`config.mk`:
```
export PLATFORM = sky130hd
export DESIGN_NAME = drive_override
export DESIGN_NICKNAME = d
export VERILOG_FILES = /design/src/rtl/drive_override_pkg.sv /design/src/rtl/drive_override_qual.sv /design/src/rtl/drive_override_fsm.sv /design/src/rtl/drive_override_out.sv /design/src/rtl/drive_override.sv
export SDC_FILE = /design/constraint.sdc
export NUM_CORES = 1
export LEC_CHECK = 0
export BUFFER_PORTS_ARGS = -buffer_cell sky130_fd_sc_hd__buf_2
export CAP_MARGIN = 20
export CORE_AREA = 8 8 45 47
export CTS_CLUSTER_DIAMETER = 40
export DETAILED_ROUTE_END_ITERATION = 6
export DIE_AREA = 0 0 53 55
export GPL_ROUTABILITY_DRIVEN = 0
export HOLD_SLACK_MARGIN = 0.05
export SLEW_MARGIN = 30
export SYNTH_ARGS = -nofsm -noshare
export SYNTH_HDL_FRONTEND = slang
export SYNTH_SLANG_ARGS = --single-unit
```
`constraint.sdc`:
```
create_clock -name clk -period 1.3 [get_ports clk]
set_input_delay 0.195 -clock clk [delete_from_list [all_inputs] [get_ports clk]]
set_output_delay 0.195 -clock clk [all_outputs]
set_load 0.005 [all_outputs]
```
`src/rtl/drive_override_pkg.sv`:
```
package drive_override_pkg;

    localparam int NUM_STATES = 4;

    typedef enum logic [NUM_STATES-1:0] {
        ST_NORMAL  = 4'b0001,
        ST_BRAKE   = 4'b0010,
        ST_OV_SINK = 4'b0100,
        ST_OV_HOLD = 4'b1000
    } ovr_state_t;

    typedef struct packed {
        logic hs;
        logic ls;
    } drive_pair_t;

endpackage

```
`src/rtl/drive_override_qual.sv`:
```
module drive_override_qual (
    input  logic skip_pulse,
    input  logic prebias_act,
    input  logic cyc_tick,
    output logic brake_enter,
    output logic brake_leave
);
    // A skip only counts on a cycle boundary and never during pre-bias.
    always_comb begin
        brake_enter = cyc_tick & skip_pulse & ~prebias_act;
        brake_leave = prebias_act | (cyc_tick & ~skip_pulse);
    end
endmodule

```
`src/rtl/drive_override_fsm.sv`:
```
module drive_override_fsm
    import drive_override_pkg::*;
(
    input  logic       clk,
    input  logic       rst_n,
    input  logic       ov_flag,
    input  logic       brake_enter,
    input  logic       brake_leave,
    output ovr_state_t state_q,
    output ovr_state_t state_d
);
    always_comb begin
        state_d = state_q;
        unique case (state_q)
            ST_NORMAL: begin
                if (ov_flag)          state_d = ST_OV_SINK;
                else if (brake_enter) state_d = ST_BRAKE;
                else                  state_d = ST_NORMAL;
            end
            ST_BRAKE: begin
                if (ov_flag)          state_d = ST_OV_SINK;
                else if (brake_leave) state_d = ST_NORMAL;
                else                  state_d = ST_BRAKE;
            end
            ST_OV_SINK: begin
                if (ov_flag) state_d = ST_OV_SINK;
                else         state_d = ST_OV_HOLD;
            end
            ST_OV_HOLD: begin
                if (ov_flag) state_d = ST_OV_SINK;
                else         state_d = ST_OV_HOLD;
            end
            default: state_d = ST_OV_HOLD;
        endcase
    end

    always_ff @(posedge clk or negedge rst_n) begin
        if (!rst_n) state_q <= ST_NORMAL;
        else        state_q <= state_d;
    end
endmodule

```
`src/rtl/drive_override_out.sv`:
```
module drive_override_out
    import drive_override_pkg::*;
(
    input  logic       clk,
    input  logic       rst_n,
    input  ovr_state_t state_d,
    input  logic       pwm_req,
    output logic       hs_en,
    output logic       ls_en
);
    drive_pair_t pair_d;
    drive_pair_t pair_q;

    always_comb begin
        pair_d = '0;
        unique case (state_d)
            ST_NORMAL:  pair_d = '{hs: pwm_req, ls: ~pwm_req};
            ST_BRAKE:   pair_d = '{hs: 1'b0, ls: 1'b0};
            ST_OV_SINK: pair_d = '{hs: 1'b0, ls: 1'b1};
            ST_OV_HOLD: pair_d = '{hs: 1'b0, ls: 1'b0};
            default:    pair_d = '{hs: 1'b0, ls: 1'b0};
        endcase
    end

    always_ff @(posedge clk or negedge rst_n) begin
        if (!rst_n) pair_q <= '0;
        else        pair_q <= pair_d;
    end

    assign hs_en = pair_q.hs;
    assign ls_en = pair_q.ls;
endmodule

```
`src/rtl/drive_override.sv`:
```
module drive_override
    import drive_override_pkg::*;
(
    input  logic clk,
    input  logic rst_n,
    input  logic pwm_req,
    input  logic skip_pulse,
    input  logic ov_flag,
    input  logic prebias_act,
    input  logic cyc_tick,
    output logic hs_en,
    output logic ls_en
);
    logic       brake_enter;
    logic       brake_leave;
    ovr_state_t state_q;
    ovr_state_t state_d;

    drive_override_qual qual_i (
        .skip_pulse (skip_pulse),
        .prebias_act(prebias_act),
        .cyc_tick   (cyc_tick),
        .brake_enter(brake_enter),
        .brake_leave(brake_leave)
    );

    drive_override_fsm fsm_i (
        .clk        (clk),
        .rst_n      (rst_n),
        .ov_flag    (ov_flag),
        .brake_enter(brake_enter),
        .brake_leave(brake_leave),
        .state_q    (state_q),
        .state_d    (state_d)
    );

    drive_override_out out_i (
        .clk    (clk),
        .rst_n  (rst_n),
        .state_d(state_d),
        .pwm_req(pwm_req),
        .hs_en  (hs_en),
        .ls_en  (ls_en)
    );
endmodule

```
; Word level (Yosys, flattened, before mapping)
; Cells that the tools add are included.
[word_totals]
out_inout_bits = 2
ram_bits = 0
inputBits = 7
wordCells = 24
reg_bits = 6
latch_bits = 0
memories = 0
mem_bits_ro = 0
[op_classes]
multipliers = 0
mux = 7
add_sub_neg = 0
shifts = 0
n_reduce_logical = 1
n_eq_ne = 6
n_div = 0
n_bitwise = 7
order_cmp = 0
[ops]
columns = cell, count
row1 = $mux W4, 3
row2 = $pmux W4 S3, 1
row3 = $eq A4 B1 Y1 const B, 2
row4 = $eq A4 B3 Y1 const B, 2
row5 = $eq A4 B2 Y1 const B, 1
row6 = $eq A4 B4 Y1 const B, 1
row7 = $mux W2, 2
row8 = $pmux W2 S2, 1
row9 = $and A1 B1 Y1, 3
row10 = $not A1 Y1, 3
row11 = $reduce_or A2 Y1, 1
row12 = $or A1 B1 Y1, 1

; Logic depth before layout (Yosys ltp)
; Gate-level depths: netlist of run 1.
[depth]
depth_word = 8
ltp_mapped = 3
mapped_depth_nobuf = 3

; By module
; Synthesis of run 1 repeated with hierarchy kept, for this count alone.
[hier_totals]
cells_unflattened = 39
hier_area_um2 = 417.9
[modules_own_cells]
columns = module, cells_per_inst, area_each_um2, seq_area_each_um2, instances
row1 = drive_override_fsm, 28, 309.0, 101.3, 1
row2 = drive_override_out, 7, 90.1, 50.0, 1
row3 = drive_override_qual, 4, 18.8, 0.0, 1

; Worst setup path after synthesis of run 1
; Ideal clock, no wire load.
[synth_timing]
path_kind = reg-to-reg
from = register fsm_i.state_q[0]
to = register fsm_i.state_q[1]
required_ps = 1189
n_path_buf = 0
slack_ps = -82
arrival_ps = 1271
period_less_slack_ps = 1382
setup_ps = 111
path_stages_with_launch = 4
cell_sequence = dfstp_2 inv_2 or3_4 a2111oi_2
[synth_between]
elab_chain_len = 3
word_cells_on_any_way = 6
classes_between = eq/ne (4) / mux (1) / reduce/logical (1)
[synth_lines]
columns = item, line
row1 = start: declaration, drive_override_fsm.sv:9  ; output ovr_state_t state_q,
row2 = start signal: assignment, drive_override_fsm.sv:39  ; else state_q <= state_d;
row3 = $eq A4 B3 Y1 / $eq A4 B4 Y1 (equally long branches), drive_override_fsm.sv:14  ; unique case (state_q)
row4 = $reduce_or A2 Y1 (no line), n/a
row5 = $pmux W4 S3 (*), drive_override_fsm.sv:14
row6 = via fsm_i.state_d[1], drive_override_fsm.sv:10  ; output ovr_state_t state_d
; The timed path passes the listed nets; every way through them passes the cells marked *.

; Worst setup path in the final report of run 1
; Ends and elaborated chain as after synthesis.

==> results of run 1 <==
-- sequential cells by signal, summed over array words and instances (netlist names) --
name / count
out_i.hs_en: 1
fsm_i.state_q: 4
out_i.ls_en: 1
-- cell usage after synthesis --
library cell	count	area, um2
sky130_fd_sc_hd__xor2_1	1	8.76
sky130_fd_sc_hd__o32ai_1	1	8.76
sky130_fd_sc_hd__nor4_1	1	6.26
sky130_fd_sc_hd__o221ai_1	1	8.76
sky130_fd_sc_hd__inv_2	1	3.75
sky130_fd_sc_hd__nor3b_1	1	7.51
sky130_fd_sc_hd__nor4b_2	1	15.0
sky130_fd_sc_hd__or3_4	1	11.3
sky130_fd_sc_hd__o21ai_0	1	5.00
sky130_fd_sc_hd__a211oi_1	1	7.51
sky130_fd_sc_hd__or2_2	1	6.26
sky130_fd_sc_hd__dfrtp_1	5	125
sky130_fd_sc_hd__a2111oi_2	1	15.0
sky130_fd_sc_hd__o21a_1	1	7.51
sky130_fd_sc_hd__nand2_1	2	7.51
sky130_fd_sc_hd__inv_1	3	11.3
sky130_fd_sc_hd__a21oi_1	1	5.00
sky130_fd_sc_hd__a31o_1	1	8.76
sky130_fd_sc_hd__dfstp_2	1	26.3
sky130_fd_sc_hd__nor2_1	1	3.75
sky130_fd_sc_hd__o211ai_1	1	7.51
sky130_fd_sc_hd__nor3_1	1	5.00
-- routing by layer --
layer | vias to the layer above | GRT usage
met4 | 0 | 0.0560
met2 | 9 | 0.109
li1 | 139 | -
met1 | 129 | 0.0554
met5 | - | 0
met3 | 2 | 0.0241
-- metrics by stage --
| stage | total power, uW | setup TNS (ns) | hold slack (ns) | cells | setup slack [ns] |
|---|---|---|---|---|---|
| final | 684 | 0 | 0.169 | 59 | 0.00102 |
| after global routing | 731 | -0.0777 | 0.163 | 59 | -0.0456 |
| after CTS | 658 | 0 | 0.162 | 59 | 0.00386 |
| after detailed placement | 469 | 0 | 0.0292 | 54 | 0.00894 |
| after global placement | 456 | 0 | 0.0269 | 54 | 0.0232 |
| after floorplan | 398 | 0 | -0.101 | 29 | 0.0279 |
-- worst max path at each step --
stage / end / slack (ns) / cells after the start
2_1_floorplan: fsm_i.state_q[1]$_DFF_PN0_ / 0.03 / 3
3_3_place_gp: fsm_i.state_q[1]$_DFF_PN0_ / 0.02 / 3
3_5_place_dp: fsm_i.state_q[1]$_DFF_PN0_ / 0.009 / 3
4_1_cts: fsm_i.state_q[1]$_DFF_PN0_ / 0.004 / 3
5_1_grt: fsm_i.state_q[1]$_DFF_PN0_ / -0.05 / 3
6_report: fsm_i.state_q[1]$_DFF_PN0_ / 0.001 / 3
-- logic make-up after synthesis --
logic type | share of synthesized area
buf+inv | 0.0482
flops | 0.486
xor+xnor | 0.0281
compound gates | 0.237
simple gates | 0.201
-- area by class of cell --
class | count | area, um2 | area share
timing repair buffer | 10 | 57.6 | 0.129
inverter | 4 | 15.0 | 0.0336
multi-input combinational | 19 | 176 | 0.395
clock buffer | 4 | 26.3 | 0.0588
sequential | 6 | 151 | 0.339
tap | 16 | 20.0 | 0.0448
-- power by group through the flow --
| stage | registers [uW] | logic, uW | clock network, uW |
|---|---|---|---|
| floorplan | 273 | 125 | 0 |
| global placement | 280 | 176 | 0 |
| detailed placement | 283 | 186 | 0 |
| CTS | 279 | 190 | 189 |
| global route | 302 | 223 | 206 |
| finish | 300 | 203 | 181 |
-- what timing repair did --
item,in CTS,in global routing
gates resized for setup,0,3
hold buffers,1,0
setup endpoints to repair,0,3
hold endpoints to repair,6,0
==> metrics, run 1 <==
mean instance size in the synthesized netlist=10.7 um2; number of slew-limit violations in the final report=0; kind of end point of the critical path=flip-flop; pin count of the biggest net entering global routing=8; Critical Setup Path Class=reg2reg; Syn Std Cell Area=312 um2; final hold violation count=0; residual overflow from global routing=0; sum of met3 wire segment lengths after detailed routing=75 um; Met2 Routed Length=392 um; via count=279; Worst R2R End=fsm_i.state_q[1]$_DFF_PN0_; ratio of cells with drive above 1 in the final layout=0.465; Tot GR Track Use=0.0626; violation count after the first detailed-route iteration=2; count of max-cap constraint violations=0; most frequent standard cell in the layout excluding fill and tap cells=sky130_fd_sc_hd__buf_2; clock sink count=6; I/O pin count=9; met1 wire length=336 um; Crit path arrival time=between 1 and 1.5 ns; register-to-register setup slack=0.001 ns; Lkg Pwr=0.000172 uW; number of antenna violations at the first check in global routing=0; residual antenna-violating net count after detailed routing=0; net switching component of the power=233 uW; worst-margin pin slew=0.310 ns; clk_lat worst skew=about 0.24 ns; worst voltage drop across the vdd grid=0.343 mV; Hold Crit Depth=2; Cells after Synth=29; clock network fraction of design power=0.265; commonest cells after routing, fill and taps aside=8 x sky130_fd_sc_hd__buf_2, 5 x sky130_fd_sc_hd__dfrtp_1, 3 x sky130_fd_sc_hd__inv_1, 3 x sky130_fd_sc_hd__clkbuf_4, 2 x sky130_fd_sc_hd__nand2_1; startpoint kind of the worst setup timing path=flip-flop; final net count=around 50; largest driver fanout on the critical path=4; Final Critical Period=1.30 ns; CTS clk-pin slew, worst paths=0.05 ns; reg2reg start=fsm_i.state_q[0]$_DFF_PN1_; critical path's slowest cell=sky130_fd_sc_hd__dfstp_2; number of global-route vias before repair=326; required time of the critical path=1.44 ns; root buffer cell=sky130_fd_sc_hd__clkbuf_4; per-cell via count in the routed design=approximately 4.7; clock tree from TritonCTS=done; clock buffer count from CTS=3; full die area=2920 um2; Hold Path Class=in2reg; Ant. Diodes=0; R2R cell count=3; startpoint of the tightest hold check path=prebias_act; Placed Area=392 um2; syn_nets=36; die width=53 um; wire length after detailed routing=815 um; buffers from clock root to sink, at most=2; Syn-to-layout area delta=43.4%; Top Metal Used=met4; Sequential Power Share=0.438; first-pass GRT wire length=approximately 1300 um; Yosys reg bits=6; final critical-path share of the clock period=0.999; hold path endpoint=fsm_i.state_q[1]$_DFF_PN0_; cell breakdown of the critical path=inv_2 -> or3_4 -> a2111oi_4; WL per Instance=13.8 um; Highest Clock Rate=0.770 GHz; post-CTS setup buffers=0; crit path from=fsm_i.state_q[0]$_DFF_PN1_; power density over the cells=~1500 nW/um2; Clock Skew=0.00143 ns; effective utilization at floorplan=0.225; Floorplan Core Area=around 1400 um2; number of detailed-routing iterations run before antenna repair=3; DRC violations left=0; unrepaired setup endpoints after global routing=true; internal power contribution=451 uW; category of cells accounting for the largest share of critical-path delay=flip-flops; switching fraction of total power=0.341; count of synthesis-stage warnings from yosys=0; total number of placement rows=14; result of the run=completed; vertical die dimension=roughly 55 um; worst path buffer plus inverter count=1; headroom to the max-slew limit=0.791; longest individual stage delay on the worst path=approximately 0.55 ns; logic gate share of total power=0.297; count of endpoints failing setup in the final report=0; number of levels the H-tree was split into=1; summed area of non-filler cells in the final layout=around 450 um2; fill cell count=145; final core utilization=0.323; sequential element share of the synthesized area=0.486; Port Buf Inserts=8; count of unique library cells instantiated by Yosys=22
Power figures use the tool's default switching activity.
==> run 2: changes to the inputs <==
Settings changed: SYNTH_HIERARCHICAL set to 1.
==> metrics, run 2 <==
Lkg Pwr=0.000273 uW (was 0.000172 uW); Floorplan Core Area=1380 um2 (unchanged); number of synthesized flops with an enable pin=0 (unchanged); clock tree from TritonCTS=done (unchanged); count of unique library cells instantiated by Yosys=21 (was 22); buffers from clock root to sink, at most=2 (unchanged); required time of the critical path=1.46 ns (was 1.44 ns); R2R cell count=5 (was 3); count of synthesis-stage warnings from yosys=6 (was 0); most frequent standard cell in the layout excluding fill and tap cells=sky130_fd_sc_hd__buf_4 (was sky130_fd_sc_hd__buf_2); CTS clk-pin slew, worst paths=0.05 ns (about the same); clk_lat worst skew=0.25 ns (was 0.24 ns); final worst-path setup slack=-0.428 ns (was 0.00102 ns); Final Critical Period=1.73 ns (was 1.30 ns); top post-synthesis cells by area=sky130_fd_sc_hd__dfrtp_1 30%, sky130_fd_sc_hd__buf_6 11%, sky130_fd_sc_hd__nor4b_2 7.2% (was sky130_fd_sc_hd__dfrtp_1 40%, sky130_fd_sc_hd__dfstp_2 8.4%, sky130_fd_sc_hd__a2111oi_2 4.8%); cell taking the most area after synthesis=sky130_fd_sc_hd__dfrtp_1 (unchanged); Ant. Diodes=0 (unchanged); Yosys reg bits=6 (unchanged); kind of end point of the critical path=flip-flop (unchanged); worst voltage drop across the vdd grid=0.761 mV (was 0.343 mV); Highest Clock Rate=0.579 GHz (was 0.770 GHz); wire length after detailed routing=999 um (was 815 um); power density over the cells=879 nW/um2 (was 1530 nW/um2); Syn Std Cell Area=418 um2 (was 312 um2); residual overflow from global routing=0 (unchanged); largest driver fanout on the critical path=3 (was 4); count of max-cap constraint violations=0 (unchanged); final hold violation count=0 (unchanged); failing checks=setup timing; Tot GR Track Use=0.0791 (was 0.0626); effective utilization at floorplan=0.302 (was 0.225); number of global-route vias before repair=363 (was 326); Critical Setup Path Class=reg2reg (unchanged); clock network fraction of design power=0.326 (was 0.265); Cells after Synth=39 (was 29); mean instance size in the synthesized netlist=10.7 um2 (about the same); flip-flop count of the largest register after layout=4 (unchanged); Hold Crit Depth=3 (was 2); startpoint kind of the worst setup timing path=flip-flop (unchanged); unrepaired setup endpoints after global routing=true (unchanged); vertical die dimension=55 um (unchanged); sequential element share of the synthesized area=0.362 (was 0.486); # placed instances=70 (was 54); net switching component of the power=160 uW (was 233 uW); final critical-path share of the clock period=1.33 (was 0.999); full die area=2920 um2 (unchanged); total number of placement rows=14 (unchanged); reg2reg start=fsm_i/state_q[0]$_DFF_PN1_ (was fsm_i.state_q[0]$_DFF_PN1_); ratio of cells with drive above 1 in the final layout=0.646 (was 0.465); headroom to the max-slew limit=0.817 (was 0.791); violation count after the first detailed-route iteration=9 (was 2); result of the run=complete, but fails checks (was completed); switching fraction of total power=0.281 (was 0.341); crit path from=fsm_i/state_q[0]$_DFF_PN1_ (was fsm_i.state_q[0]$_DFF_PN1_); area share of the largest cell type after synthesis=0.299 (was 0.402); Hold Path Class=in2reg (unchanged); final core utilization=0.468 (was 0.323); Syn-to-layout area delta=55.1% (was 43.4%); Sequential Power Share=0.370 (was 0.438); via count=375 (was 279); Port Buf Inserts=8 (unchanged); number of levels the H-tree was split into=1 (unchanged); per-cell via count in the routed design=4.63 (was 4.73); non-filler instance count after layout=81 (was 59); die width=53 um (unchanged); worst-margin pin slew=0.272 ns (was 0.310 ns); Crit path arrival time=1.88 ns (was 1.43 ns); DRC violations left=0 (unchanged); clock buffer count from CTS=3 (unchanged); internal power contribution=410 uW (was 451 uW); Clock Skew=0.00622 ns (was 0.00143 ns); most repeated cell in the gate-level netlist after synthesis=sky130_fd_sc_hd__dfrtp_1 (unchanged); commonest cells after routing, fill and taps aside=16 x sky130_fd_sc_hd__buf_4, 8 x sky130_fd_sc_hd__buf_2, 4 x sky130_fd_sc_hd__dfrtp_1 (was 8 x sky130_fd_sc_hd__buf_2, 5 x sky130_fd_sc_hd__dfrtp_1, 3 x sky130_fd_sc_hd__inv_1, 3 x sky130_fd_sc_hd__clkbuf_4, 2 x sky130_fd_sc_hd__nand2_1); syn_nets=46 (was 36); count of endpoints failing setup in the final report=6 (was 0); total half-perimeter wirelength after legalization and detailed placement=653 um; logic gate share of total power=0.303 (was 0.297); number of antenna violations at the first check in global routing=0 (unchanged); Top reg by flops=fsm_i/state_q (was fsm_i.state_q); WL per Instance=12.3 um (was 13.8 um); final net count=73 (was 51); startpoint of the tightest hold check path=pwm_req (was prebias_act); pin count of the biggest net entering global routing=7 (was 8); Pwr Total=570 uW (was 684 uW); first-pass GRT wire length=1590 um (was 1320 um); residual antenna-violating net count after detailed routing=0 (unchanged); I/O pin count=9 (unchanged); root buffer cell=sky130_fd_sc_hd__clkbuf_4 (unchanged); predominant post-synthesis flop cell=sky130_fd_sc_hd__dfrtp_1 (unchanged); share of async-settable or async-resettable flops after synthesis=1.00 (unchanged); number of slew-limit violations in the final report=0 (unchanged); most instantiated cells after synthesis=5 x sky130_fd_sc_hd__dfrtp_1, 4 x sky130_fd_sc_hd__buf_6, 3 x sky130_fd_sc_hd__inv_1 (was 5 x sky130_fd_sc_hd__dfrtp_1, 3 x sky130_fd_sc_hd__inv_1, 2 x sky130_fd_sc_hd__nand2_1); number of detailed-routing iterations run before antenna repair=5 (was 3); clock sink count=6 (unchanged)
[run 2: changes by cell type in the layout (fill, tap and decap cells not counted), sizes merged, moves of 2 or more]
| cell | delta |
|---|---|
| a31oi | +2 |
| buf | +16 |
| nand3b | +2 |
| nor4 | +3 |
[run 2: final cells by class]
class / instances / area, um2
Sequential cell: 6 / 153
Inverter: 3 / 11.3
Fill cell: 138 / 736
Multi-Input combinational cell: 26 / 256
Clock buffer: 4 / 26.3
Tap cell: 16 / 20.0
Timing Repair Buffer: 26 / 181
[run 2: repair_timing]
action	4_1_cts	5_1_grt
hold buffers	1	0
gates resized for setup	5	5
pin swaps	4	3
endpoints found under the hold margin	6	0
setup endpoints to repair	3	6
buffers inserted	1	5
[run 2: metal layers]
layer,global-route usage,part of all wire
met3,0.0321,0.022
met1,0.0786,0.40
met5,0,0
met2,0.123,0.55
met4,0.0776,0.019
[run 2: metrics by stage]
stage	setup WS [ns]	instance area (um2)	hold WS (ns)	TNS, ns
detailed placement	-0.398	515	0.0228	-0.824
global placement	-0.403	515	0.0203	-0.769
finish	-0.428	648	0.226	-1.28
global route	-0.553	648	0.218	-1.74
CTS	-0.423	588	0.219	-0.786
floorplan	-0.409	418	-0.101	-0.507
[run 2: cell families (layout without fill, tap and decap cells)]
kind of cell / count (synthesis) / count (layout) / share of synthesized area
xor gates and xnor gates: 1 / 1 / 0.0210
buffers and inverters: 7 / 33 / 0.135
and+or+nand+nor: 18 / 18 / 0.353
DFF: 6 / 6 / 0.362
AOI/OAI and AO/OA: 7 / 7 / 0.129
[run 2: worst max-delay path, stage by stage, from the launching register on]
cell                       delay, ns
sky130_fd_sc_hd__dfstp_2        0.53
sky130_fd_sc_hd__nor3b_4        0.16
sky130_fd_sc_hd__a31oi_1        0.07
sky130_fd_sc_hd__nor4_2         0.31
sky130_fd_sc_hd__or3b_1         0.39
sky130_fd_sc_hd__a211oi_2       0.17
[run 2: power groups by stage]
| stage | logic, uW | registers [uW] | clock network (uW) |
|---|---|---|---|
| floorplan | 93.1 | 210 | 0 |
| global placement | 135 | 214 | 0 |
| detailed placement | 137 | 214 | 0 |
| CTS | 153 | 211 | 196 |
| global route | 187 | 213 | 215 |
| finish | 173 | 211 | 186 |
[run 2: worst paths after layout]
kind | end | slack, ns
setup reg to reg | out_i/ls_en$_DFF_PN0_ | -0.43
min in group asynchronous | fsm_i/state_q[1]$_DFF_PN0_ | 0.29
hold / removal | out_i/hs_en$_DFF_PN0_ | 0.23
max in group asynchronous | fsm_i/state_q[0]$_DFF_PN1_ | 0.78
hold reg to reg | fsm_i/state_q[0]$_DFF_PN1_ | 0.65
setup / recovery | out_i/ls_en$_DFF_PN0_ | -0.43
==> run 3: changes to the inputs <==
Settings changed: ABC_AREA set to 1.
==> metrics, run 3 <==
result of the run=complete, but fails checks (unchanged); failing checks=setup timing (unchanged); final critical-path share of the clock period=1.02 (was 1.33); residual overflow from global routing=0 (unchanged); sequential element share of the synthesized area=0.416 (was 0.362); Yosys reg bits=6 (unchanged); first-pass GRT wire length=1340 um (was 1590 um); full die area=2920 um2 (unchanged); cell taking the most area after synthesis=sky130_fd_sc_hd__dfrtp_1 (unchanged); number of slew-limit violations in the final report=0 (unchanged); power density over the cells=1290 nW/um2 (was 879 nW/um2); Met2 Routed Length=451 um (was 552 um); Floorplan Core Area=1380 um2 (unchanged); number of levels the H-tree was split into=1 (unchanged); # placed instances=76 (was 70); per-cell via count in the routed design=4.33 (was 4.63); clock buffer count from CTS=3 (unchanged); setup slack after placement=-0.0423 ns (was -0.398 ns); worst-margin pin slew=0.222 ns (was 0.272 ns); logic gate share of total power=0.336 (was 0.303); number of global-route vias before repair=333 (was 363); area share of the largest cell type after synthesis=0.344 (was 0.299); final hold violation count=0 (unchanged); total number of placement rows=14 (unchanged); most instantiated cells after synthesis=10 x sky130_fd_sc_hd__nand2_1, 9 x sky130_fd_sc_hd__inv_1, 7 x sky130_fd_sc_hd__nand3_1 (was 5 x sky130_fd_sc_hd__dfrtp_1, 4 x sky130_fd_sc_hd__buf_6, 3 x sky130_fd_sc_hd__inv_1); Critical Setup Path Class=reg2reg (unchanged); flip-flop count of the largest register after layout=4 (unchanged); cell breakdown of the critical path=inv_2 -> nor2_4 -> nand2_4 -> o21ai_4 -> inv_2 -> nor2_4 -> nand2_1 -> nor2_1 (was nor3b_4 -> a31oi_1 -> nor4_2 -> or3b_1 -> a211oi_2); number of antenna violations at the first check in global routing=0 (unchanged); number of detailed-routing iterations run before antenna repair=2 (was 5); die width=53 um (unchanged); switching fraction of total power=0.369 (was 0.281); wire length after detailed routing=831 um (was 999 um); vertical die dimension=55 um (unchanged); unrepaired setup endpoints after global routing=true (unchanged); count of unique library cells instantiated by Yosys=13 (was 21); Syn Std Cell Area=364 um2 (was 418 um2); clock network fraction of design power=0.280 (was 0.326); sum of met3 wire segment lengths after detailed routing=31 um (was 22 um); Lkg Pwr=0.000273 uW (about the same); critical path's slowest cell=sky130_fd_sc_hd__dfstp_2 (unchanged); most repeated cell in the gate-level netlist after synthesis=sky130_fd_sc_hd__nand2_1 (was sky130_fd_sc_hd__dfrtp_1); syn_nets=57 (was 46); buffers from clock root to sink, at most=2 (unchanged); Pwr Total=678 uW (was 570 uW); fill cell count=146 (was 138); required time of the critical path=1.48 ns (was 1.46 ns); Ant. Diodes=0 (unchanged); WL per Instance=10.0 um (was 12.3 um); number of synthesized flops with an enable pin=0 (unchanged); Sequential Power Share=0.384 (was 0.370); count of endpoints failing setup in the final report=1 (was 6); final worst-path setup slack=-0.0234 ns (was -0.428 ns); Port Buf Inserts=8 (unchanged); Cells after Synth=50 (was 39); clock tree from TritonCTS=done (unchanged); residual antenna-violating net count after detailed routing=0 (unchanged); clock sink count=6 (unchanged); Final Critical Period=1.32 ns (was 1.73 ns); root buffer cell=sky130_fd_sc_hd__clkbuf_4 (unchanged); storage element area=151 um2 (was 153 um2); internal power contribution=428 uW (was 410 uW); kind of end point of the critical path=flip-flop (unchanged); Highest Clock Rate=0.756 GHz (was 0.579 GHz); final net count=75 (was 73); count of synthesis-stage warnings from yosys=6 (unchanged); Tot GR Track Use=0.0642 (was 0.0791); total half-perimeter wirelength after legalization and detailed placement=558 um (was 653 um); startpoint kind of the worst setup timing path=flip-flop (unchanged); Clock Skew=0.00560 ns (was 0.00622 ns); worst voltage drop across the vdd grid=0.518 mV (was 0.761 mV); count of max-cap constraint violations=0 (unchanged); most frequent standard cell in the layout excluding fill and tap cells=sky130_fd_sc_hd__nand2_1 (was sky130_fd_sc_hd__buf_4); longest individual stage delay on the worst path=0.53 ns (about the same); effective utilization at floorplan=0.263 (was 0.302); violation count after the first detailed-route iteration=10 (was 9); predominant post-synthesis flop cell=sky130_fd_sc_hd__dfrtp_1 (unchanged); clk_lat worst skew=0.25 ns (about the same); Syn-to-layout area delta=44.3% (was 55.1%); net switching component of the power=250 uW (was 160 uW); non-filler instance count after layout=83 (was 81); top post-synthesis cells by area=sky130_fd_sc_hd__dfrtp_1 34%, sky130_fd_sc_hd__nand2_1 10%, sky130_fd_sc_hd__nand3_1 9.6% (was sky130_fd_sc_hd__dfrtp_1 30%, sky130_fd_sc_hd__buf_6 11%, sky130_fd_sc_hd__nor4b_2 7.2%); met1 wire length=347 um (was 404 um); I/O pin count=9 (unchanged); largest driver fanout on the critical path=3 (unchanged); headroom to the max-slew limit=0.852 (was 0.817); Top Metal Used=met3 (was met4); multi-input combinational cell area=214 um2 (was 256 um2); Hold Path Class=in2reg (unchanged); DRC violations left=0 (unchanged); via count=359 (was 375); CTS clk-pin slew, worst paths=0.04 ns (was 0.05 ns); share of async-settable or async-resettable flops after synthesis=1.00 (unchanged); mean instance size in the synthesized netlist=7.28 um2 (was 10.7 um2); ratio of cells with drive above 1 in the final layout=0.418 (was 0.646); final core utilization=0.380 (was 0.468); Crit path arrival time=1.50 ns (was 1.88 ns); pin count of the biggest net entering global routing=7 (unchanged); Top reg by flops=fsm_i/state_q (unchanged); commonest cells after routing, fill and taps aside=10 x sky130_fd_sc_hd__nand2_1, 8 x sky130_fd_sc_hd__buf_2, 7 x sky130_fd_sc_hd__inv_1 (was 16 x sky130_fd_sc_hd__buf_4, 8 x sky130_fd_sc_hd__buf_2, 4 x sky130_fd_sc_hd__dfrtp_1)
## run 3: logic make-up (layout without fill, tap and decap cells)
| logic type | after synthesis | in the layout | share of synthesized area |
|---|---|---|---|
| and+or+nand+nor | 33 | 33 | 0.464 |
| buffers and inverters | 9 | 26 | 0.0928 |
| DFF | 6 | 6 | 0.416 |
| AOI/OAI and AO/OA | 2 | 2 | 0.0275 |
## run 3: power by group through the flow
| stage | Clock, uW | Combinational (uW) | Sequential, uW |
|---|---|---|---|
| 2_1_floorplan | 0 | 161 | 262 |
| 3_3_place_gp | 0 | 211 | 263 |
| 3_5_place_dp | 0 | 214 | 264 |
| 4_1_cts | 200 | 218 | 261 |
| 5_1_grt | 217 | 261 | 267 |
| 6_report | 190 | 228 | 260 |
## run 3: metrics by stage
stage	instance area (um2)	TNS (ns)	hold slack, ns
finish	526	-0.0234	0.176
global route	526	-0.188	0.189
CTS	483	0	0.175
detailed placement	439	-0.0823	0.0229
global placement	439	-0.0649	0.0219
floorplan	364	0	-0.101
## run 3: repair_timing
| item | in CTS | in global routing |
|---|---|---|
| endpoints found under the hold margin | 6 | 0 |
| hold buffers | 1 | 0 |
| setup buffers | 0 | 2 |
| gates resized for setup | 2 | 7 |
| setup endpoints to repair | 2 | 2 |
| pin swaps | 1 | 5 |
| cloned | 0 | 0 |
## run 3: final cells by class
| cell class | count | area share |
|---|---|---|
| Clock buffer | 4 | 0.0500 |
| Sequential cell | 6 | 0.288 |
| Multi-Input combinational cell | 35 | 0.407 |
| Timing Repair Buffer | 13 | 0.152 |
| Tap cell | 16 | 0.0381 |
| Inverter | 9 | 0.0643 |
## run 3: worst max-delay path, delay by kind of cell (launching register included)
kind            cells  cell delay (ns)
flops               1             0.53
simple gates        5             0.45
compound gates      1             0.18
buf+inv             2             0.10
## run 3: final timing paths
path,slack (ns),startpoint,to,cells past startpoint
worst max-delay path,-0.02,fsm_i/state_q[0]$_DFF_PN1_,out_i/hs_en$_DFF_PN0_,8
worst min-delay path,0.18,pwm_req,out_i/hs_en$_DFF_PN0_,3
worst max register to register,-0.02,fsm_i/state_q[0]$_DFF_PN1_,out_i/hs_en$_DFF_PN0_,8
worst min register to register,0.68,fsm_i/state_q[0]$_DFF_PN1_,fsm_i/state_q[1]$_DFF_PN0_,4
max in group asynchronous,0.77,rst_n,fsm_i/state_q[0]$_DFF_PN1_,2
min in group asynchronous,0.31,rst_n,fsm_i/state_q[3]$_DFF_PN0_,2
## run 3: layer usage
metal,GRT usage,vias up
met5,0,-
met4,0.0259,0
met3,0.0401,0
met2,0.0996,10
met1,0.0691,158
li1,-,191
